[src/rtl/etx_pkg.sv]
// Shared definitions for the event-transfer injection controller.
// Assumes tags are small sequence numbers; tag value 0 inside a transfer slot
// is only meaningful together with the slot's xfer flag.
package etx_pkg;
    localparam int TAG_W = 8;

    // One decode/execute stage entry: transfer slot marker plus instruction tag.
    typedef struct packed {
        logic             xfer;
        logic [TAG_W-1:0] tag;
    } stage_t;

    // What the modelled pipeline does on the next edge.
    typedef enum logic [1:0] {
        PIPE_RUN    = 2'd0,
        PIPE_INJECT = 2'd1,
        PIPE_RESUME = 2'd2
    } pipe_act_e;
endpackage

[src/rtl/etx_arbiter.sv]
// Priority pick among armed request sources.
// Does: returns the candidate with the greatest priority value, and the lowest
// index among equals. Assumes the caller has already masked the candidates
// with enable and arming. Purely combinational; clk/rst_n feed assertions only.
module etx_arbiter #(
    parameter int NUM_CH = 4,
    parameter int PRIO_W = 4,
    localparam int CH_W  = (NUM_CH > 1) ? $clog2(NUM_CH) : 1
) (
    input  logic                     clk,
    input  logic                     rst_n,
    input  logic [NUM_CH-1:0]        cand_i,
    input  logic [NUM_CH*PRIO_W-1:0] prio_i,
    output logic                     valid_o,
    output logic [CH_W-1:0]          idx_o
);
    logic [PRIO_W-1:0] best;

    // Scan upward; a later source wins only with a strictly greater priority.
    always_comb begin
        valid_o = 1'b0;
        idx_o   = '0;
        best    = '0;
        for (int i = 0; i < NUM_CH; i++) begin
            if (cand_i[i] && (!valid_o || prio_i[i*PRIO_W +: PRIO_W] > best)) begin
                valid_o = 1'b1;
                idx_o   = CH_W'(i);
                best    = prio_i[i*PRIO_W +: PRIO_W];
            end
        end
    end

    a_r7_winner_is_cand: assert property (@(posedge clk) disable iff (!rst_n)
        valid_o |-> cand_i[idx_o]);

    a_r7_any_cand_wins: assert property (@(posedge clk) disable iff (!rst_n)
        (|cand_i) |-> valid_o);

    for (genvar j = 0; j < NUM_CH; j++) begin : g_prio_chk
        a_r7_no_higher_loser: assert property (@(posedge clk) disable iff (!rst_n)
            (valid_o && cand_i[j]) |->
            (prio_i[j*PRIO_W +: PRIO_W] < prio_i[idx_o*PRIO_W +: PRIO_W]) ||
            ((prio_i[j*PRIO_W +: PRIO_W] == prio_i[idx_o*PRIO_W +: PRIO_W]) &&
             (CH_W'(j) >= idx_o)));
    end
endmodule

[src/rtl/etx_channels.sv]
// Per-channel request flags and configuration entries.
// Does: holds pending flags (set wins over clear), an arming bit that marks a
// flag as pending for at least one full cycle, the remaining-transfer count,
// the byte select and both pointers. Assumes clear and decrement name the same
// channel (the round winner).
module etx_channels #(
    parameter int NUM_CH = 4,
    parameter int CNT_W  = 8,
    parameter int ADDR_W = 16,
    localparam int CH_W  = (NUM_CH > 1) ? $clog2(NUM_CH) : 1
) (
    input  logic                     clk,
    input  logic                     rst_n,
    input  logic [NUM_CH-1:0]        req_set_i,
    input  logic [NUM_CH-1:0]        ch_en_i,
    input  logic                     cfg_we_i,
    input  logic [CH_W-1:0]          cfg_ch_i,
    input  logic [CNT_W-1:0]         cfg_cnt_i,
    input  logic                     cfg_byte_i,
    input  logic [ADDR_W-1:0]        cfg_src_i,
    input  logic [ADDR_W-1:0]        cfg_dst_i,
    input  logic                     clr_i,
    input  logic                     dec_i,
    input  logic [CH_W-1:0]          sel_i,
    output logic [NUM_CH-1:0]        pend_o,
    output logic [NUM_CH-1:0]        cand_o,
    output logic [NUM_CH-1:0]        cnt_zero_o,
    output logic [NUM_CH-1:0]        byte_o,
    output logic [NUM_CH*ADDR_W-1:0] src_o,
    output logic [NUM_CH*ADDR_W-1:0] dst_o
);
    for (genvar g = 0; g < NUM_CH; g++) begin : g_ch
        logic              pend_q;
        logic              armed_q;
        logic [CNT_W-1:0]  cnt_q;
        logic              byte_q;
        logic [ADDR_W-1:0] src_q;
        logic [ADDR_W-1:0] dst_q;
        logic              hit;

        assign hit = (sel_i == CH_W'(g));

        // Request flag: a new set wins over a clear on the same edge.
        always_ff @(posedge clk) begin
            if (!rst_n)                 pend_q <= 1'b0;
            else if (req_set_i[g])      pend_q <= 1'b1;
            else if (clr_i && hit)      pend_q <= 1'b0;
        end

        // Arming: the flag must have been pending in the previous cycle.
        always_ff @(posedge clk) begin
            if (!rst_n) armed_q <= 1'b0;
            else        armed_q <= pend_q;
        end

        // Count: software load wins, else one decrement per started transfer.
        always_ff @(posedge clk) begin
            if (!rst_n)                                cnt_q <= '0;
            else if (cfg_we_i && cfg_ch_i == CH_W'(g)) cnt_q <= cfg_cnt_i;
            else if (dec_i && hit)                     cnt_q <= cnt_q - 1'b1;
        end

        // Pointers and size select, loaded as one configuration entry.
        always_ff @(posedge clk) begin
            if (!rst_n) begin
                byte_q <= 1'b0;
                src_q  <= '0;
                dst_q  <= '0;
            end else if (cfg_we_i && cfg_ch_i == CH_W'(g)) begin
                byte_q <= cfg_byte_i;
                src_q  <= cfg_src_i;
                dst_q  <= cfg_dst_i;
            end
        end

        assign pend_o[g]                 = pend_q;
        assign cand_o[g]                 = pend_q & armed_q & ch_en_i[g];
        assign cnt_zero_o[g]             = (cnt_q == '0);
        assign byte_o[g]                 = byte_q;
        assign src_o[g*ADDR_W +: ADDR_W] = src_q;
        assign dst_o[g*ADDR_W +: ADDR_W] = dst_q;

        a_r9_dec_only_nonzero: assert property (@(posedge clk) disable iff (!rst_n)
            (dec_i && hit && !(cfg_we_i && cfg_ch_i == CH_W'(g))) |-> (cnt_q != '0));

        a_r11_set_wins: assert property (@(posedge clk) disable iff (!rst_n)
            req_set_i[g] |=> pend_q);
    end
endmodule

[src/rtl/etx_pipe.sv]
// Tag model of a fetch/decode/execute/writeback pipeline with slot injection.
// Does: advances one tag per cycle; on start_i it puts a transfer slot into
// decode and parks the fetched instruction; the next cycle the slot moves to
// execute and the parked instruction enters decode while fetch holds.
// Assumes start_i is never raised while a slot is in decode.
module etx_pipe
    import etx_pkg::*;
(
    input  logic             clk,
    input  logic             rst_n,
    input  logic             start_i,
    output logic [TAG_W-1:0] tag_f_o,
    output logic [TAG_W-1:0] tag_d_o,
    output logic [TAG_W-1:0] tag_e_o,
    output logic [TAG_W-1:0] tag_w_o,
    output logic             d_xfer_o,
    output logic             e_xfer_o
);
    logic [TAG_W-1:0] f_q;
    logic [TAG_W-1:0] hold_q;
    logic [TAG_W-1:0] w_q;
    stage_t           d_q;
    stage_t           e_q;
    pipe_act_e        act;

    // Choose this cycle's pipeline motion.
    always_comb begin
        if (d_q.xfer)    act = PIPE_RESUME;
        else if (start_i) act = PIPE_INJECT;
        else             act = PIPE_RUN;
    end

    // Stage registers; writeback always takes the execute tag.
    always_ff @(posedge clk) begin
        if (!rst_n) begin
            f_q    <= '0;
            hold_q <= '0;
            d_q    <= '0;
            e_q    <= '0;
            w_q    <= '0;
        end else begin
            w_q <= e_q.tag;
            unique case (act)
                PIPE_INJECT: begin
                    e_q    <= d_q;
                    d_q    <= '{xfer: 1'b1, tag: '0};
                    hold_q <= f_q;
                    f_q    <= f_q + 1'b1;
                end
                PIPE_RESUME: begin
                    e_q <= d_q;
                    d_q <= '{xfer: 1'b0, tag: hold_q};
                end
                default: begin
                    e_q <= d_q;
                    d_q <= '{xfer: 1'b0, tag: f_q};
                    f_q <= f_q + 1'b1;
                end
            endcase
        end
    end

    assign tag_f_o  = f_q;
    assign tag_d_o  = d_q.tag;
    assign tag_e_o  = e_q.tag;
    assign tag_w_o  = w_q;
    assign d_xfer_o = d_q.xfer;
    assign e_xfer_o = e_q.xfer;

    a_r3_start_fills_decode: assert property (@(posedge clk) disable iff (!rst_n)
        start_i |=> d_xfer_o && (tag_f_o == $past(tag_f_o) + 1'b1));

    a_r4_resume_next: assert property (@(posedge clk) disable iff (!rst_n)
        d_xfer_o |=> e_xfer_o && !d_xfer_o && $stable(tag_f_o));

    a_r1_fetch_runs: assert property (@(posedge clk) disable iff (!rst_n)
        (!d_xfer_o && !start_i) |=> (tag_f_o == $past(tag_f_o) + 1'b1));
endmodule

[src/rtl/etx_inject_ctrl.sv]
// Event-transfer injection controller (top).
// Does: gates the priority round so that only one transfer is in flight and
// no round runs while execute reads a control register; starts a transfer or
// raises a completion interrupt for the winner; drives the one-cycle bus move
// from the executing slot. Assumes bus reads return data in the same cycle.
module etx_inject_ctrl #(
    parameter int NUM_CH = 4,
    parameter int PRIO_W = 4,
    parameter int CNT_W  = 8,
    parameter int ADDR_W = 16,
    parameter int DATA_W = 16,
    localparam int CH_W  = (NUM_CH > 1) ? $clog2(NUM_CH) : 1,
    localparam int TAG_W = etx_pkg::TAG_W
) (
    input  logic                     clk,
    input  logic                     rst_n,
    input  logic [NUM_CH-1:0]        req_set_i,
    input  logic [NUM_CH-1:0]        ch_en_i,
    input  logic [NUM_CH*PRIO_W-1:0] ch_prio_i,
    input  logic                     ex_rd_ctrl_i,
    input  logic                     cfg_we_i,
    input  logic [CH_W-1:0]          cfg_ch_i,
    input  logic [CNT_W-1:0]         cfg_cnt_i,
    input  logic                     cfg_byte_i,
    input  logic [ADDR_W-1:0]        cfg_src_i,
    input  logic [ADDR_W-1:0]        cfg_dst_i,
    output logic [NUM_CH-1:0]        pend_o,
    output logic [NUM_CH-1:0]        done_irq_o,
    output logic                     inject_o,
    output logic                     xfer_exec_o,
    output logic [TAG_W-1:0]         tag_f_o,
    output logic [TAG_W-1:0]         tag_d_o,
    output logic [TAG_W-1:0]         tag_e_o,
    output logic [TAG_W-1:0]         tag_w_o,
    output logic                     bus_re_o,
    output logic [ADDR_W-1:0]        bus_raddr_o,
    input  logic [DATA_W-1:0]        bus_rdata_i,
    output logic                     bus_we_o,
    output logic [ADDR_W-1:0]        bus_waddr_o,
    output logic [DATA_W-1:0]        bus_wdata_o,
    output logic                     bus_byte_o
);
    logic [NUM_CH-1:0]        cand;
    logic [NUM_CH-1:0]        cnt_zero;
    logic [NUM_CH-1:0]        byte_sel;
    logic [NUM_CH*ADDR_W-1:0] src_all;
    logic [NUM_CH*ADDR_W-1:0] dst_all;
    logic                     arb_valid;
    logic [CH_W-1:0]          arb_idx;
    logic                     grant;
    logic                     start;
    logic [CH_W-1:0]          xch_q;
    logic [NUM_CH-1:0]        done_q;

    etx_channels #(
        .NUM_CH(NUM_CH), .CNT_W(CNT_W), .ADDR_W(ADDR_W)
    ) u_ch (
        .clk        (clk),
        .rst_n      (rst_n),
        .req_set_i  (req_set_i),
        .ch_en_i    (ch_en_i),
        .cfg_we_i   (cfg_we_i),
        .cfg_ch_i   (cfg_ch_i),
        .cfg_cnt_i  (cfg_cnt_i),
        .cfg_byte_i (cfg_byte_i),
        .cfg_src_i  (cfg_src_i),
        .cfg_dst_i  (cfg_dst_i),
        .clr_i      (grant),
        .dec_i      (start),
        .sel_i      (arb_idx),
        .pend_o     (pend_o),
        .cand_o     (cand),
        .cnt_zero_o (cnt_zero),
        .byte_o     (byte_sel),
        .src_o      (src_all),
        .dst_o      (dst_all)
    );

    etx_arbiter #(
        .NUM_CH(NUM_CH), .PRIO_W(PRIO_W)
    ) u_arb (
        .clk     (clk),
        .rst_n   (rst_n),
        .cand_i  (cand),
        .prio_i  (ch_prio_i),
        .valid_o (arb_valid),
        .idx_o   (arb_idx)
    );

    etx_pipe u_pipe (
        .clk      (clk),
        .rst_n    (rst_n),
        .start_i  (start),
        .tag_f_o  (tag_f_o),
        .tag_d_o  (tag_d_o),
        .tag_e_o  (tag_e_o),
        .tag_w_o  (tag_w_o),
        .d_xfer_o (inject_o),
        .e_xfer_o (xfer_exec_o)
    );

    // Round is granted only with no slot in flight and no control-register read.
    assign grant = arb_valid && !inject_o && !xfer_exec_o && !ex_rd_ctrl_i;
    assign start = grant && !cnt_zero[arb_idx];

    // Remember the winning channel for the bus move one cycle later.
    always_ff @(posedge clk) begin
        if (!rst_n)     xch_q <= '0;
        else if (grant) xch_q <= arb_idx;
    end

    // Completion interrupt takes the slot's cycle when the count is spent.
    always_ff @(posedge clk) begin
        if (!rst_n)                          done_q <= '0;
        else if (grant && cnt_zero[arb_idx]) done_q <= NUM_CH'(1) << arb_idx;
        else                                 done_q <= '0;
    end

    assign done_irq_o = done_q;

    // Bus move of the executing slot; idle outputs are held at zero.
    always_comb begin
        bus_re_o    = 1'b0;
        bus_we_o    = 1'b0;
        bus_byte_o  = 1'b0;
        bus_raddr_o = '0;
        bus_waddr_o = '0;
        bus_wdata_o = '0;
        if (xfer_exec_o) begin
            bus_re_o    = 1'b1;
            bus_we_o    = 1'b1;
            bus_byte_o  = byte_sel[xch_q];
            bus_raddr_o = src_all[xch_q*ADDR_W +: ADDR_W];
            bus_waddr_o = dst_all[xch_q*ADDR_W +: ADDR_W];
            bus_wdata_o = byte_sel[xch_q] ? DATA_W'(bus_rdata_i[7:0]) : bus_rdata_i;
        end
    end

    a_r8_no_inject_after_conflict: assert property (@(posedge clk) disable iff (!rst_n)
        $rose(inject_o) |-> !$past(ex_rd_ctrl_i));

    a_r10_single_slot: assert property (@(posedge clk) disable iff (!rst_n)
        !(inject_o && xfer_exec_o));

    a_r9_one_done: assert property (@(posedge clk) disable iff (!rst_n)
        $onehot0(done_irq_o) && !(|done_irq_o && inject_o));

    a_r6_bus_pair: assert property (@(posedge clk) disable iff (!rst_n)
        xfer_exec_o |-> bus_re_o && bus_we_o);
endmodule

[config.mk]
export PLATFORM = sky130hd
export DESIGN_NAME = etx_inject_ctrl
export DESIGN_NICKNAME = d
export VERILOG_FILES = /design/src/rtl/etx_pkg.sv /design/src/rtl/etx_arbiter.sv /design/src/rtl/etx_channels.sv /design/src/rtl/etx_pipe.sv /design/src/rtl/etx_inject_ctrl.sv
export SDC_FILE = /design/constraint.sdc
export NUM_CORES = 1
export LEC_CHECK = 0
export BUFFER_PORTS_ARGS = -buffer_cell sky130_fd_sc_hd__buf_2
export CORE_ASPECT_RATIO = 0.7
export CORE_MARGIN = 8
export CORE_UTILIZATION = 35
export CTS_CLUSTER_SIZE = 16
export DETAILED_ROUTE_END_ITERATION = 16
export GPL_ROUTABILITY_DRIVEN = 1
export PLACE_DENSITY = 0.51
export SLEW_MARGIN = 10
export SYNTH_ARGS = -nofsm -noshare
export SYNTH_HDL_FRONTEND = slang
export SYNTH_SLANG_ARGS = --single-unit
[constraint.sdc]
create_clock -name clk -period 13.1 [get_ports clk]
set_clock_uncertainty 0.15 [all_clocks]
set_input_delay 0.655 -clock clk [delete_from_list [all_inputs] [get_ports clk]]
set_output_delay 0.655 -clock clk [all_outputs]
set_load 0.01 [all_outputs]
==> impl_metrics.tcl <==
set metrics [dict create \
    pwr-share-clk_pct 44.9 \
    r2r_start "u_ch.g_ch[0].pend_q" \
    rsz0062_at_grt "false" \
    ioPinCount 180 \
    place.gp.congestion 0.747 \
    hold_slack_ns 0.198 \
    cts-root-buf "clkbuf_16" \
    final-setup-viol-count 0 \
    die-area_um2 33800 \
    cts_buffers 24 \
    drive_gt1_share_pct 22.0 \
    syn_inst 1157 \
    final-max-slew-violation-count 0 \
    cellLeakagePower_nw 4.65 \
    p_sw_share_pct 24.5 \
    clk_path_buf_depth 3 \
    clkTransAtPathRegs_ns 0.06 \
    timing.fmax_mhz 158 \
    yosysMostFrequentCell "nand2_1" \
    met2_usage_pct 25.7 \
    num_rows 51 \
    arrival_ns 6.60 \
    netlist.area_leader.share_pct 44.8 \
    worst_pin_slew_ns 0.950 \
    yosysSeqAreaShare_pct 44.8 \
    hold_class "in2reg" \
    wire_per_inst_um 17.2 \
    combPwrFrac_pct 8.8 \
    grt_use_met1_pct 23.6 \
    cts_hold_buffers 0 \
    p_per_area_nw_per_um2 130 \
    grt_usage_pct 16.5 \
    diodes 0 \
    avgSynthCellArea_um2 8.50 \
    postCtsResizedCells 0 \
    synthTopCellsByArea "dfxtp_1 (45%), nand2_1 (11%), a21oi_1 (8.5%)" \
    reg2reg_slack_ns 6.79 \
    yosysWarnings 0 \
    crit_required_ns 13.39 \
    cp-start-kind "flip-flop" \
    dp_hpwl_um 18000 \
    end_kind "flip-flop" \
    grt-ovfl-total 0 \
    fillers 2817 \
    cts_setup_buffers 0 \
    grt_pass1_vias 8151 \
    route.detailed.drc 0 \
    r2r_cells 26 \
    vias 8418 \
    grt_max_degree 85 \
    yosys.area.top_type "dfxtp_1" \
    synth_edf_count 0 \
    hold_violations 0 \
    pwr-share-seq_pct 46.3 \
    cts_sinks 220 \
    vias_per_cell 5.03 \
    cts_tree "built" \
    r2r-end "u_ch.g_ch[1].cnt_q[7]" \
    drv_cap 0 \
    p_switching_mw 0.374 \
    min_period_ns 6.31 \
    top_usage_layer "met2" \
    firstDrtPassIters 5 \
    antenna_found_initial 3 \
    drt_iter0_drc 588 \
    cts_max_level 1 \
    dominantRegCellSynth "dfxtp_1" \
    ant_nets 0 \
    ys_ff_latch 220 \
    status "finished, final reports clean" \
    coreArea_um2 27700 \
    grt_pass1_wl_um 45900 \
    clk_latency_ns 0.52 \
    synth_area_um2 9840 \
    initial_core_util_pct 35.5 \
    syn_to_final_growth_pct 19.3 \
    final_core_util_pct 42.4 \
    synth_cell_types 64 \
    crit_path_end "u_ch.g_ch[1].cnt_q[7]" \
    fin_tns_setup_ns 0 \
    nets 1396 \
    crit_start "u_ch.g_ch[0].pend_q" \
    synth_nets 1265 \
    grt_use_met3_pct 3.38 \
    async_flop_share_pct 0 \
    intPower_mw 1.16 \
    ys_top_cells_by_count "nand2_1 (300), dfxtp_1 (220), a21oi_1 (168)" \
    vdd_ir_drop_max_uv 87.6 \
    port_buffers 179 \
    worst-path-max-fanout 16 \
    die_h_um 156 \
    drt-total-wl_um 28700 \
    fin_crit_sh_pct 48.2 \
    fp.dieW_um 216 \
    worstSetupPathType "reg2reg" \
    relSlewSlack_pct 36.6 \
]
[power groups by stage]
stage | combinational (mW) | sequential, mW | clock [mW]
final | 0.135 | 0.708 | 0.686
after global routing | 0.151 | 0.711 | 0.736
after CTS | 0.136 | 0.708 | 0.705
after detailed placement | 0.136 | 0.723 | 0
after global placement | 0.134 | 0.723 | 0
after floorplan | 0.0880 | 0.719 | 0
[registers in the layout, summed over array words and instances, names as in the netlist, 8 cells and up]
register,cells
u_ch.g_ch.cnt_q,32
u_ch.g_ch.dst_q,64
u_ch.g_ch.src_q,64
u_pipe.hold_q,8
u_pipe.tag_d_o,8
u_pipe.tag_e_o,8
u_pipe.tag_f_o,8
u_pipe.tag_w_o,8
[worst max-delay path, stage by stage, from the launching register on]
cell and delay [ns]:
dfxtp_1 0.35, and3_1 0.35, nand2_1 0.14, ha_1 0.31, o21ai_0 0.07, a21oi_1 0.10, o21ai_0 0.09, a21boi_1 0.15
buf_4 0.24, nor2_1 0.07, a21oi_1 0.23, ha_1 0.29, nor2b_1 0.14, o211ai_1 0.15, a21oi_1 0.10, o21ai_1 0.65
nor2_1 0.08, a21o_1 0.18, ha_1 0.28, nor2b_1 0.14, o211ai_1 0.15, a21o_1 0.21, and2_1 0.30, and3_1 0.42
nand4_1 0.27, or4_1 0.45, a31oi_1 0.16
[kinds of logic after synthesis]
family / share of synthesized area (%)
buf+inv: 4.24
mux: 8.24
simple gates: 24.1
fa+ha+maj: 2.67
xor+xnor: 2.40
flops: 44.8
compound gates: 13.5
[cells in the final DEF, fill, tap and decap left out, drive strengths merged, types with 4 or more instances in the layout]
cell type | Yosys | routed
xor2 | 14 | 14
nand4b | 6 | 6
clkbuf | 69 | 36
dfxtp | 220 | 220
and2 | 73 | 73
nor4 | 6 | 6
a21o | 4 | 4
o22ai | 5 | 5
nand4 | 6 | 6
mux4 | 33 | 33
or4 | 5 | 5
ha | 21 | 21
a21oi | 168 | 168
o211ai | 4 | 4
inv | 12 | 12
nor2b | 5 | 5
xnor2 | 13 | 13
o21ai | 40 | 40
nand3 | 27 | 27
buf | 19 | 193
nand2b | 4 | 4
or2 | 4 | 4
nor3 | 11 | 11
and3 | 9 | 9
nor2 | 39 | 39
or3 | 4 | 4
a31oi | 5 | 5
nand2 | 300 | 300
[metal layers]
metal  routed length (um)  vias up  share of wire (%)
met1                14200     3969                 49
met4                  427        6                1.5
met5                   41        -               0.14
li1                     -     4194                  -
met3                 1600       36                5.6
met2                12500      213                 43
[worst min-delay path by stage]
stage / slack, ns / to / cells after the start / start
global placement: 0.28 / u_pipe.tag_w_o[5] / 1 / u_pipe.tag_e_o[5]
CTS: 0.18 / u_ch.g_ch[0].pend_q / 3 / req_set_i[0]
finish: 0.20 / u_ch.g_ch[0].pend_q / 3 / req_set_i[0]
detailed placement: 0.29 / u_pipe.tag_w_o[4] / 1 / u_pipe.tag_e_o[4]
global route: 0.20 / u_ch.g_ch[3].pend_q / 3 / req_set_i[3]
floorplan: 0.28 / u_pipe.tag_d_o[6] / 2 / u_pipe.hold_q[6]
[through the flow]
step / power [mW] / setup slack (ns) / std cells / instance area (um^2)
detailed placement: 0.858 / 6.49 / 1633 / 10900
global route: 1.60 / 6.18 / 1674 / 11700
finish: 1.53 / 6.79 / 1674 / 11700
global placement: 0.857 / 6.77 / 1633 / 10900
CTS: 1.55 / 6.82 / 1674 / 11700
floorplan: 0.807 / 6.96 / 1157 / 9840
[cell type report]
type	instances	area, um^2	share of cell area (%)
well taps	371	464	3.95
clock inverters	5	86.3	0.735
multi-input cells	837	5030	42.8
repair buffers	193	1000	8.53
inverters	12	47.5	0.405
clock buffers	36	706	6.01
flip-flops and latches	220	4410	37.5
Note: power is estimated with default switching activity, not from simulation.
